File: config.mk
export PLATFORM = sky130hd
export DESIGN_NAME = framed_sync_tx
export DESIGN_NICKNAME = d
export VERILOG_FILES = /design/src/rtl/fstx_pkg.sv /design/src/rtl/fstx_ctrl.sv /design/src/rtl/fstx_dpath.sv /design/src/rtl/framed_sync_tx.sv
export SDC_FILE = /design/constraint.sdc
export NUM_CORES = 1
export LEC_CHECK = 0
export BUFFER_PORTS_ARGS = -buffer_cell sky130_fd_sc_hd__buf_2
export CORE_MARGIN = 2
export CORE_UTILIZATION = 60
export DETAILED_ROUTE_END_ITERATION = 10
export PLACE_DENSITY_LB_ADDON = 0.3
export SYNTH_ARGS = -nofsm -noshare
export SYNTH_HDL_FRONTEND = slang
export SYNTH_SLANG_ARGS = --single-unit
export TNS_END_PERCENT = 20
File: constraint.sdc
create_clock -name clk -period 6.7 [get_ports clk]
set_input_delay 1.34 -clock clk [delete_from_list [all_inputs] [get_ports clk]]
set_output_delay 1.34 -clock clk [all_outputs]
set_load 0.01 [all_outputs]
File: src/rtl/fstx_pkg.sv
package fstx_pkg;

    typedef enum logic [2:0] {
        PH_IDLE,
        PH_SYNC,
        PH_GAP,
        PH_DATA,
        PH_TAIL
    } phase_t;

    function automatic int max3(input int a, input int b, input int c);
        int m;
        m = (a > b) ? a : b;
        return (m > c) ? m : c;
    endfunction

endpackage

File: src/rtl/fstx_ctrl.sv
module fstx_ctrl
    import fstx_pkg::*;
#(
    parameter int LEN_W   = 5,
    parameter int SLEN_W  = 5,
    parameter int DLY_W   = 8,
    parameter int NWORD_W = 8,
    parameter int CNT_W   = 8
) (
    input  logic               clk,
    input  logic               rst,
    input  logic               bit_en,
    input  logic               start_evt,
    input  logic               cfg_sync_en,
    input  logic [SLEN_W-1:0]  cfg_sync_len,
    input  logic [DLY_W-1:0]   cfg_delay,
    input  logic [LEN_W-1:0]   cfg_word_len,
    input  logic [NWORD_W-1:0] cfg_word_cnt,
    output phase_t             phase,
    output logic [CNT_W-1:0]   step,
    output logic [LEN_W-1:0]   wlen,
    output logic [SLEN_W-1:0]  slen,
    output logic               accept,
    output logic               slot_open
);

    phase_t             ph_q;
    logic [CNT_W-1:0]   step_q;
    logic [SLEN_W-1:0]  slen_q;
    logic [DLY_W-1:0]   dly_q;
    logic [LEN_W-1:0]   wlen_q;
    logic [NWORD_W-1:0] wcnt_q;
    logic [NWORD_W-1:0] widx_q;

    logic   sync_on;
    phase_t first_ph;
    phase_t after_sync;

    assign accept     = (ph_q == PH_IDLE) && start_evt;
    assign sync_on    = cfg_sync_en && (cfg_sync_len != '0);
    assign first_ph   = sync_on ? PH_SYNC : ((cfg_delay != '0) ? PH_GAP : PH_DATA);
    assign after_sync = (dly_q != '0) ? PH_GAP : PH_DATA;
    assign slot_open  = (ph_q == PH_DATA) && bit_en && (step_q == '0);

    always_ff @(posedge clk) begin
        if (rst) begin
            ph_q   <= PH_IDLE;
            step_q <= '0;
            slen_q <= '0;
            dly_q  <= '0;
            wlen_q <= '0;
            wcnt_q <= '0;
            widx_q <= '0;
        end else if (accept) begin
            ph_q   <= first_ph;
            step_q <= '0;
            widx_q <= '0;
            slen_q <= cfg_sync_len;
            dly_q  <= cfg_delay;
            wlen_q <= cfg_word_len;
            wcnt_q <= cfg_word_cnt;
        end else if (bit_en) begin
            unique case (ph_q)
                PH_SYNC: begin
                    if (step_q == CNT_W'(slen_q) - CNT_W'(1)) begin
                        step_q <= '0;
                        ph_q   <= after_sync;
                    end else begin
                        step_q <= step_q + CNT_W'(1);
                    end
                end
                PH_GAP: begin
                    if (step_q == CNT_W'(dly_q) - CNT_W'(1)) begin
                        step_q <= '0;
                        ph_q   <= PH_DATA;
                    end else begin
                        step_q <= step_q + CNT_W'(1);
                    end
                end
                PH_DATA: begin
                    if (step_q == CNT_W'(wlen_q)) begin
                        step_q <= '0;
                        if (widx_q == wcnt_q) begin
                            ph_q <= PH_TAIL;
                        end else begin
                            widx_q <= widx_q + NWORD_W'(1);
                        end
                    end else begin
                        step_q <= step_q + CNT_W'(1);
                    end
                end
                PH_TAIL: ph_q <= PH_IDLE;
                default: ph_q <= ph_q;
            endcase
        end
    end

    assign phase = ph_q;
    assign step  = step_q;
    assign wlen  = wlen_q;
    assign slen  = slen_q;

endmodule

File: src/rtl/fstx_dpath.sv
module fstx_dpath
    import fstx_pkg::*;
#(
    parameter int WORD_W = 32,
    parameter int SYNC_W = 31,
    parameter int LEN_W  = 5,
    parameter int SLEN_W = 5,
    parameter int CNT_W  = 8
) (
    input  logic              clk,
    input  logic              rst,
    input  logic              bit_en,
    input  logic              accept,
    input  logic              slot_open,
    input  phase_t            phase,
    input  logic [CNT_W-1:0]  step,
    input  logic [LEN_W-1:0]  wlen,
    input  logic [SLEN_W-1:0] slen,
    input  logic              cfg_msb_first,
    input  logic              cfg_idle_lvl,
    input  logic [SYNC_W-1:0] cfg_sync_data,
    input  logic [WORD_W-1:0] wr_data,
    input  logic              wr_valid,
    output logic              tx_data,
    output logic              sync_seen,
    output logic              underrun
);

    logic              msb_q;
    logic              idle_q;
    logic [SYNC_W-1:0] sdat_q;
    logic [WORD_W-1:0] word_q;
    logic              hole_q;
    logic              tx_q;
    logic              seen_q;
    logic              under_q;

    logic [CNT_W-1:0]  wpos;
    logic [CNT_W-1:0]  spos;
    logic              new_bit;
    logic              held_bit;
    logic              sync_bit;

    // bit position within the word or sync field, same ordering rule for both
    assign wpos = msb_q ? (CNT_W'(wlen) - step) : step;
    assign spos = msb_q ? (CNT_W'(slen) - CNT_W'(1) - step) : step;

    assign new_bit  = |((wr_data >> wpos) & WORD_W'(1));
    assign held_bit = |((word_q  >> wpos) & WORD_W'(1));
    assign sync_bit = |((sdat_q  >> spos) & SYNC_W'(1));

    always_ff @(posedge clk) begin
        if (rst) begin
            msb_q   <= 1'b0;
            idle_q  <= 1'b0;
            sdat_q  <= '0;
            word_q  <= '0;
            hole_q  <= 1'b0;
            tx_q    <= 1'b0;
            seen_q  <= 1'b0;
            under_q <= 1'b0;
        end else begin
            seen_q  <= accept;
            under_q <= slot_open && !wr_valid;
            if (accept) begin
                msb_q  <= cfg_msb_first;
                idle_q <= cfg_idle_lvl;
                sdat_q <= cfg_sync_data;
            end
            unique case (phase)
                PH_IDLE: tx_q <= cfg_idle_lvl;
                PH_SYNC: if (bit_en) tx_q <= sync_bit;
                PH_DATA: begin
                    if (slot_open) begin
                        if (wr_valid) begin
                            word_q <= wr_data;
                            hole_q <= 1'b0;
                            tx_q   <= new_bit;
                        end else begin
                            hole_q <= 1'b1;
                            tx_q   <= idle_q;
                        end
                    end else if (bit_en) begin
                        tx_q <= hole_q ? idle_q : held_bit;
                    end
                end
                default: if (bit_en) tx_q <= idle_q;
            endcase
        end
    end

    assign tx_data   = tx_q;
    assign sync_seen = seen_q;
    assign underrun  = under_q;

endmodule

File: src/rtl/framed_sync_tx.sv
module framed_sync_tx
    import fstx_pkg::*;
#(
    parameter int  WORD_W    = 32,
    parameter int  SYNC_LO_W = 4,
    parameter int  DLY_W     = 8,
    parameter int  NWORD_W   = 8,
    localparam int LEN_W     = $clog2(WORD_W),
    localparam int SLEN_W    = SYNC_LO_W + 1,
    localparam int SYNC_W    = (1 << SLEN_W) - 1,
    localparam int CNT_W     = max3(LEN_W, SLEN_W, DLY_W)
) (
    input  logic               clk,
    input  logic               rst,
    input  logic               bit_en,
    input  logic               start_evt,
    input  logic               cfg_idle_lvl,
    input  logic               cfg_sync_en,
    input  logic               cfg_sync_len_hi,
    input  logic [SYNC_LO_W-1:0] cfg_sync_len_lo,
    input  logic [SYNC_W-1:0]  cfg_sync_data,
    input  logic [DLY_W-1:0]   cfg_delay,
    input  logic [LEN_W-1:0]   cfg_word_len,
    input  logic               cfg_msb_first,
    input  logic [NWORD_W-1:0] cfg_word_cnt,
    input  logic [WORD_W-1:0]  wr_data,
    input  logic               wr_valid,
    output logic               wr_ready,
    output logic               tx_data,
    output logic               tx_busy,
    output logic               sync_seen,
    output logic               underrun
);

    phase_t             phase;
    logic [CNT_W-1:0]   step;
    logic [LEN_W-1:0]   wlen;
    logic [SLEN_W-1:0]  slen;
    logic               accept;
    logic               slot_open;

    fstx_ctrl #(
        .LEN_W  (LEN_W),
        .SLEN_W (SLEN_W),
        .DLY_W  (DLY_W),
        .NWORD_W(NWORD_W),
        .CNT_W  (CNT_W)
    ) ctrl_i (
        .clk         (clk),
        .rst         (rst),
        .bit_en      (bit_en),
        .start_evt   (start_evt),
        .cfg_sync_en (cfg_sync_en),
        .cfg_sync_len({cfg_sync_len_hi, cfg_sync_len_lo}),
        .cfg_delay   (cfg_delay),
        .cfg_word_len(cfg_word_len),
        .cfg_word_cnt(cfg_word_cnt),
        .phase       (phase),
        .step        (step),
        .wlen        (wlen),
        .slen        (slen),
        .accept      (accept),
        .slot_open   (slot_open)
    );

    fstx_dpath #(
        .WORD_W(WORD_W),
        .SYNC_W(SYNC_W),
        .LEN_W (LEN_W),
        .SLEN_W(SLEN_W),
        .CNT_W (CNT_W)
    ) dpath_i (
        .clk          (clk),
        .rst          (rst),
        .bit_en       (bit_en),
        .accept       (accept),
        .slot_open    (slot_open),
        .phase        (phase),
        .step         (step),
        .wlen         (wlen),
        .slen         (slen),
        .cfg_msb_first(cfg_msb_first),
        .cfg_idle_lvl (cfg_idle_lvl),
        .cfg_sync_data(cfg_sync_data),
        .wr_data      (wr_data),
        .wr_valid     (wr_valid),
        .tx_data      (tx_data),
        .sync_seen    (sync_seen),
        .underrun     (underrun)
    );

    assign tx_busy  = (phase != PH_IDLE);
    assign wr_ready = slot_open;

endmodule

==> results_tabular.tex, run 1 <==
\begin{tabular}{lr}
\hline
Metric & Value \\
\hline
\multicolumn{2}{l}{\textbf{CTS}} \\
Post-cts hold buffer count & 0 \\
Resize count post-CTS & 0 \\
H-tree Lvls & 4 \\
Clock transition at path regs & around 0.050 ns \\
Max Root-Sink Buffers & 2 \\
Total setup buffers inserted after CTS & 0 \\
Sink Count & about 110 \\
Clock buffers created by TritonCTS & 17 \\
Clk Tree Root Cell & sky130\_fd\_sc\_hd\_\_clkbuf\_8 \\
Clock tree from TritonCTS & done \\
Clock Latency Late Sink & between 0.5 and 0.6 ns \\
\multicolumn{2}{l}{\textbf{Critical path}} \\
Critical path endpoint category & output port \\
Crit path max fanout & 9 \\
Startpoint type of the worst setup path & flop \\
Worst Path Arrival & about 2.4 ns \\
Category of the critical setup timing path & reg -> out \\
Req. time, crit path & $\sim$5.4 ns \\
\multicolumn{2}{l}{\textbf{Floorplanning}} \\
Placeable core region & approximately 11,000 sq um \\
Die X & around 110 microns \\
Starting density of the core & about three fifths \\
Number of top-level pins & 102 \\
Row Count & 38 \\
DIE AREA & 11,910 sq um \\
Die Y-Extent & around 110 microns \\
\multicolumn{2}{l}{\textbf{Outcome}} \\
Outcome & finished, final reports clean \\
\multicolumn{2}{l}{\textbf{Timing}} \\
Worst clock skew & 0.009302 ns \\
Period minus WS final & 3.766 ns \\
Worst slew slack as a fraction of its limit & about a quarter \\
Slew @ Worst Pin & 1.123 ns \\
Fin crit share & between 50\% and 60\% \\
Final Setup Violations & 0 \\
Setup repair after global routing missed its margin & no \\
Final max-slew violation count & 0 \\
Count of final hold-check violations & 0 \\
Setup tns final & 0 ns \\
Fmax achieved & about 270 MHz \\
\multicolumn{2}{l}{\textbf{Detailed routing}} \\
Number of vias in the routed layout & 6,493 \\
Mean routed wirelength per cell & about 16 microns \\
Detailed-route wire length & between 15 and 20 mm \\
Iteration-0 DRC count of the detailed router & 510 \\
Number of DRC violations after detailed routing & 0 \\
Iteration count of the initial detailed-routing pass & 5 \\
Number of nets with antenna violations after routing & 0 \\
Drt via density & between 5 and 6 \\
\multicolumn{2}{l}{\textbf{Global routing}} \\
Largest net degree at the start of global routing & between 60 and 70 \\
First-pass GRT wire length & about 28 mm \\
Antenna violations before repair & 0 \\
Overflow after GRT & 0 \\
Number of global-route vias before repair & around 6k \\
Total GRT Usage & $\sim$30\% \\
\multicolumn{2}{l}{\textbf{Pwr}} \\
Proportion of total power due to net switching & a little under a third \\
Part of the total power dissipated in combinational logic & 23.4\% \\
Worst-case vdd ir drop & $\sim$0.22 mV \\
Sequential group share of total power & a little over a third \\
Net switching power figure & 651.0 uW \\
Overall power after layout & about 2100 uW \\
Standby leakage power & 0.002949 uW \\
Cell area power density & $\sim$280 nW/um\^{}2 \\
Internal power summed over all cells & 1483 uW \\
Clk network pwr share & 40.7\% \\
\multicolumn{2}{l}{\textbf{Logic synthesis}} \\
Post-synth top flop & sky130\_fd\_sc\_hd\_\_dfxtp\_1 \\
Fraction of the mapped netlist area in simple logic gates & between 20\% and 30\% \\
Fraction of registers with async set/reset & 0\% \\
Xor-xnor portion of the synthesized cell area & approximately 4.6\% \\
Post-synthesis register bit count & 114 \\
Proportion of synthesized area in mux cells & around 5.7\% \\
Synthesized netlist net count & approximately 1,000 \\
Area fraction in compound gates after synthesis & a little under a fifth \\
EDFF count, synth & 0 \\
Sequential cell area fraction in the yosys report & around a third \\
Synth Area per Inst & 7.543 sq um \\
Netlist Area Pre-Place & about 6600 sq um \\
Largest family of logic cells by synthesized area & simple AND/OR/NAND/NOR gates \\
Number of warnings reported in the yosys synthesis log & 0 \\
Cells after synthesis & a little under 900 \\
Synthesized-area fraction occupied by adder cells & 4.001\% \\
Count of cell types in the netlist & 70 \\
\multicolumn{2}{l}{\textbf{Finish}} \\
Share of post-route cells with drive strength above 1 & around 16\% \\
Most frequent cells in the layout & sky130\_fd\_sc\_hd\_\_nand2\_1 (218), sky130\_fd\_sc\_hd\_\_dfxtp\_1 (114), sky130\_fd\_sc\_hd\_\_a21oi\_1 (106) \\
Antenna diode count & 0 \\
Area overhead of the layout relative to synthesis & 15.40\% \\
Final design area excluding fillers & 7651 sq um \\
Layout net count & about 1.1k \\
Most frequent standard cell in the layout excluding fill and tap cells & sky130\_fd\_sc\_hd\_\_nand2\_1 \\
\multicolumn{2}{l}{\textbf{Flow run}} \\
Number of max-capacitance violations reported & 0 \\
\multicolumn{2}{l}{\textbf{Placed design}} \\
GP Congestion & between 0.9 and 1 \\
Cell area after placement & slightly above 7000 sq um \\
Input/output buffers & between 100 and 150 \\
DP HPWL & 11.76 mm \\
\multicolumn{2}{l}{\textbf{Worst hold path}} \\
Worst hold-check path type & reg -> reg \\
\hline
\end{tabular}
[Yosys cell counts (all sizes together), types with 7 or more instances]
cell type,count,area share (%)
nand2,219,12
dfxtp,114,34
a21oi,106,8.0
clkbuf,51,3.4
nand3,49,3.7
nor2,35,2.1
o21ai,34,2.6
mux2i,30,4.5
inv,25,1.4
ha,18,3.4
xor2,18,2.4
xnor2,17,2.2
nor3,12,0.91
nand2b,11,1.0
nor4,10,0.94
nor2b,8,0.75
o32ai,8,1.1
or3,8,0.85
nand4,7,0.66
[layout make-up]
type	count	area, sq um
Clock buffer	19	421.7
Clock inverter	11	140.1
Fill cell	895	3142
Inverter	26	97.59
Multi-Input combinational cell	683	3991
Sequential cell	114	2282
Tap cell	140	175.2
Timing Repair Buffer	106	543.0
[state kept, by name, indices dropped and copies added (netlist names)]
signal	count
ctrl_i.wlen	5
ctrl_i.dly_q	8
dpath_i.sdat_q	31
ctrl_i.step	8
dpath_i.tx_data	1
ctrl_i.slen	5
dpath_i.hole_q	1
ctrl_i.wcnt_q	8
dpath_i.sync_seen	1
ctrl_i.widx_q	8
dpath_i.idle_q	1
dpath_i.underrun	1
dpath_i.word_q	32
dpath_i.msb_q	1
ctrl_i.phase	3
[power groups by stage]
| stage | clock [uW] | sequential, uW | combinational, uW |
|---|---|---|---|
| after floorplan | 0 | 762 | 386 |
| after global placement | 0 | 778 | 480 |
| after detailed placement | 0 | 778 | 486 |
| after CTS | 875 | 765 | 493 |
| after global routing | 909 | 772 | 554 |
| final | 869 | 766 | 498 |
[critical path, cell delays in order (launching register included)]
cell                      delay, ns
sky130_fd_sc_hd__dfxtp_1       0.46
sky130_fd_sc_hd__inv_1         0.29
sky130_fd_sc_hd__ha_1          0.25
sky130_fd_sc_hd__nand2_1       0.06
sky130_fd_sc_hd__nor4_1        0.58
sky130_fd_sc_hd__buf_2         0.24
[metal layers]
layer | GRT usage, % | wire length, microns
met1 | 37.09 | 7310
met2 | 49.91 | 8288
met3 | 6.874 | 1145
met4 | 10.53 | 357
met5 | 0 | 0
[worst paths after layout]
check | cells past startpoint | endpoint | from | slack, ns
max | 5 | wr_ready | ctrl_i.step[1]$_SDFFE_PP0P_ | 2.93
min | 2 | dpath_i.word_q[14]$_SDFFE_PP0P_ | dpath_i.word_q[14]$_SDFFE_PP0P_ | 0.45
max reg2reg | 10 | dpath_i.tx_data$_SDFFE_PP0P_ | ctrl_i.step[2]$_SDFFE_PP0P_ | 3.05
min reg2reg | 2 | dpath_i.word_q[14]$_SDFFE_PP0P_ | dpath_i.word_q[14]$_SDFFE_PP0P_ | 0.45
[logic make-up (layout without fill, tap and decap cells)]
| kind of cell | count (synthesis) | in the layout |
|---|---|---|
| AO/OA/AOI/OAI | 204 | 204 |
| XOR/XNOR | 35 | 35 |
| flip-flops | 114 | 114 |
| multiplexers | 35 | 35 |
| adder cells (fa/ha/maj) | 20 | 20 |
| buffers and inverters | 82 | 162 |
| AND/OR/NAND/NOR | 389 | 389 |
[through the flow]
step	std cells	setup slack [ns]	hold WS, ns	utilization (%)
6_report	1099	2.934	0.4488	70.89
2_1_floorplan	879	3.381	0.4284	-
4_1_cts	1099	2.951	0.4513	70.89
3_3_place_gp	1069	3.043	0.4375	65.69
3_5_place_dp	1069	3.037	0.4441	65.69
5_1_grt	1099	2.732	0.4649	70.89
No activity file was read; power rests on OpenSTA's default activity.
==> inputs of run 2 (changes only) <==
--- a/config.mk
+++ b/config.mk
@@ -7,7 +7,7 @@
 export LEC_CHECK = 0
 export BUFFER_PORTS_ARGS = -buffer_cell sky130_fd_sc_hd__buf_2
 export CORE_MARGIN = 2
-export CORE_UTILIZATION = 60
+export CORE_UTILIZATION = 58
 export DETAILED_ROUTE_END_ITERATION = 10
 export PLACE_DENSITY_LB_ADDON = 0.3
 export SYNTH_ARGS = -nofsm -noshare
==> constraint.sdc (replaced) <==
create_clock -name clk -period 3.8 [get_ports clk]
set_input_delay 0.76 -clock clk [delete_from_list [all_inputs] [get_ports clk]]
set_output_delay 0.76 -clock clk [all_outputs]
set_load 0.01 [all_outputs]
==> results_tabular.tex, run 2 (synthesis gave the netlist of run 1 again) <==
\begin{tabular}{lr}
\hline
Metric & Value \\
\hline
\multicolumn{2}{l}{\textbf{Timing}} \\
Final max-slew violation count & 0 (unchanged) \\
Worst clock skew & 0.008587 ns (-0.0007142 ns) \\
Setup tns final & 0 ns (unchanged) \\
Setup repair after global routing missed its margin & no \\
Period minus WS final & about 3.2 ns \\
Final Setup Violations & 0 (unchanged) \\
Fin crit share & 85.46\% \\
Slew @ Worst Pin & 0.9371 ns (-0.1860 ns) \\
Worst slew slack as a fraction of its limit & 37.33\% (+12 points) \\
Fmax achieved & roughly 310 MHz \\
Minimum hold slack & 0.4493 ns (+0.0005390 ns) \\
Count of final hold-check violations & 0 (unchanged) \\
\multicolumn{2}{l}{\textbf{Finish}} \\
Share of post-route cells with drive strength above 1 & 16.37\% (+0.52 points) \\
Filler cell count & 959 (+7.2\%) \\
Antenna diode count & 0 (unchanged) \\
Area occupied by multi-input gates & 3991 sq um (unchanged) \\
Final instance count without filler cells & 1,108 (+0.82\%) \\
Most frequent cells in the layout & sky130\_fd\_sc\_hd\_\_nand2\_1 (218), sky130\_fd\_sc\_hd\_\_dfxtp\_1 (114), sky130\_fd\_sc\_hd\_\_a21oi\_1 (106) \\
Footprint of the flip-flops and latches & 2282 sq um (unchanged) \\
Register with the most flip-flops & dpath\_i.word\_q \\
Max reg flops & 32 (unchanged) \\
Layout net count & 1,070 (+0.47\%) \\
Top Registers & dpath\_i.word\_q (32), dpath\_i.sdat\_q (31) \\
Area overhead of the layout relative to synthesis & 16.87\% \\
Most frequent standard cell in the layout excluding fill and tap cells & sky130\_fd\_sc\_hd\_\_nand2\_1 \\
\multicolumn{2}{l}{\textbf{Floorplanning}} \\
Row Count & 39 (+2.6\%) \\
Die X & 110.9 microns (+1.6\%) \\
DIE AREA & 12,300 sq um (+3.3\%) \\
Number of top-level pins & 102 (unchanged) \\
Placeable core region & 11,270 sq um (+4.4\%) \\
Die Y-Extent & 110.9 microns (+1.6\%) \\
Starting density of the core & 58.82\% (-2.6 points) \\
\multicolumn{2}{l}{\textbf{Global routing}} \\
First-pass GRT wire length & 28.81 mm (+2.5\%) \\
Antenna violations before repair & 0 (unchanged) \\
Largest net degree at the start of global routing & 70 (+2.9\%) \\
Number of global-route vias before repair & 6,156 (+0.57\%) \\
Total GRT Usage & 28.05\% (-1.6 points) \\
Overflow after GRT & 0 (unchanged) \\
\multicolumn{2}{l}{\textbf{CTS}} \\
Post-cts hold buffer count & 0 (unchanged) \\
Clock buffers created by TritonCTS & 17 (unchanged) \\
Clock transition at path regs & 0.06 ns (about the same) \\
Total setup buffers inserted after CTS & 0 (unchanged) \\
Clock Latency Late Sink & 0.41 ns (-0.11 ns) \\
Sink Count & 114 (unchanged) \\
Max Root-Sink Buffers & 2 (unchanged) \\
Resize count post-CTS & 0 (unchanged) \\
Clock tree from TritonCTS & done \\
H-tree Lvls & 4 (unchanged) \\
Clk Tree Root Cell & sky130\_fd\_sc\_hd\_\_clkbuf\_16 \\
\multicolumn{2}{l}{\textbf{Detailed routing}} \\
Drt via density & 5.821 (-1.5\%) \\
Iteration-0 DRC count of the detailed router & 459 (-10\%) \\
Iteration count of the initial detailed-routing pass & 5 (unchanged) \\
Mean routed wirelength per cell & 15.28 microns (-1.8\%) \\
Number of DRC violations after detailed routing & 0 (unchanged) \\
Number of nets with antenna violations after routing & 0 (unchanged) \\
Detailed-route wire length & 16.93 mm (-1.0\%) \\
Number of vias in the routed layout & 6,450 (-0.66\%) \\
\multicolumn{2}{l}{\textbf{Pwr}} \\
Overall power after layout & 3915 uW (+83\%) \\
Standby leakage power & 0.003005 uW (+1.9\%) \\
Worst-case vdd ir drop & 0.3040 mV (+36\%) \\
Cell area power density & 505.3 nW/um\^{}2 (+81\%) \\
\multicolumn{2}{l}{\textbf{Worst hold path}} \\
Worst hold-check path type & reg -> reg \\
Worst hold path startpoint & dpath\_i.word\_q[4]\$\_SDFFE\_PP0P\_ \\
\multicolumn{2}{l}{\textbf{Critical path}} \\
Req. time, crit path & 4.15 ns (-1.21 ns) \\
Launch point of the critical path & ctrl\_i.slen[0]\$\_SDFFE\_PP0P\_ \\
Startpoint type of the worst setup path & flop \\
Worst Path Arrival & 3.60 ns (+1.17 ns) \\
Crit path max fanout & 11 (+2) \\
Category of the critical setup timing path & reg -> reg \\
Critical path endpoint category & flop \\
R2r startpoint & ctrl\_i.slen[0]\$\_SDFFE\_PP0P\_ \\
Register-to-Register Setup Slack & 0.55 ns (-2.50 ns) \\
\multicolumn{2}{l}{\textbf{Flow run}} \\
Number of max-capacitance violations reported & 0 (unchanged) \\
\multicolumn{2}{l}{\textbf{Placed design}} \\
Placed Cells incl. Taps & 1,077 (+0.75\%) \\
GP Congestion & 0.9289 (-3.4\%) \\
DP HPWL & 11.99 mm (+2.0\%) \\
Input/output buffers & 101 (unchanged) \\
\multicolumn{2}{l}{\textbf{Outcome}} \\
Outcome & finished, final reports clean \\
\hline
\end{tabular}
-- run 2: changes by cell type in the layout (fill, tap and decap cells not counted) --
cell                         previous run  this run
sky130_fd_sc_hd__clkinv_2               4         3
sky130_fd_sc_hd__bufinv_16              3         4
sky130_fd_sc_hd__buf_4                  5        10
sky130_fd_sc_hd__clkbuf_16             16        17
sky130_fd_sc_hd__clkinvlp_4             4         3
sky130_fd_sc_hd__clkbuf_8               1         2
-- run 2: cell type report --
class / count / area share, %
multi-input combinational: 683 / 51.51
timing repair buffer: 111 / 7.492
sequential: 114 / 29.45
tap: 143 / 2.309
inverter: 26 / 1.259
clock buffer: 21 / 5.942
clock inverter: 10 / 2.035
-- run 2: metal layers --
layer	track usage, %	wire (microns)
met1	36.91	7552
met2	45.69	8027
met3	6.670	974
met4	8.917	373
met5	0	0
-- run 2: critical path, cell delays in order, from the launching register on --
cell	delay [ns]
sky130_fd_sc_hd__dfxtp_1	0.39
sky130_fd_sc_hd__inv_1	0.06
sky130_fd_sc_hd__ha_1	0.33
sky130_fd_sc_hd__fa_1	0.59
sky130_fd_sc_hd__nand2b_1	0.27
sky130_fd_sc_hd__nand2_1	0.37
sky130_fd_sc_hd__mux2i_1	0.22
sky130_fd_sc_hd__a2111o_1	0.42
sky130_fd_sc_hd__a22o_1	0.19
sky130_fd_sc_hd__mux2i_1	0.12
sky130_fd_sc_hd__a31oi_1	0.14
sky130_fd_sc_hd__o21ai_1	0.09
-- run 2: worst paths after layout --
kind,to,cells after the start
min reg2reg,dpath_i.word_q[4]$_SDFFE_PP0P_,2
max reg2reg,dpath_i.tx_data$_SDFFE_PP0P_,11
min,dpath_i.word_q[4]$_SDFFE_PP0P_,2
max,dpath_i.tx_data$_SDFFE_PP0P_,11
-- run 2: stage by stage --
step	worst slack [ns]	cell area [sq um]	util, %
floorplan	0.8424	6630	-
global placement	0.6586	7131	63.26
detailed placement	0.5907	7131	63.26
CTS	0.5520	7749	68.74
global route	0.3025	7749	68.74
finish	0.5524	7749	68.74
-- run 2: where the power goes --
| group | total [uW] | internal [uW] | switching, uW |
|---|---|---|---|
| Sequential | 1360 | 1280 | 81.4 |
| Combinational | 879 | 360 | 520 |
| Clock | 1680 | 1120 | 554 |
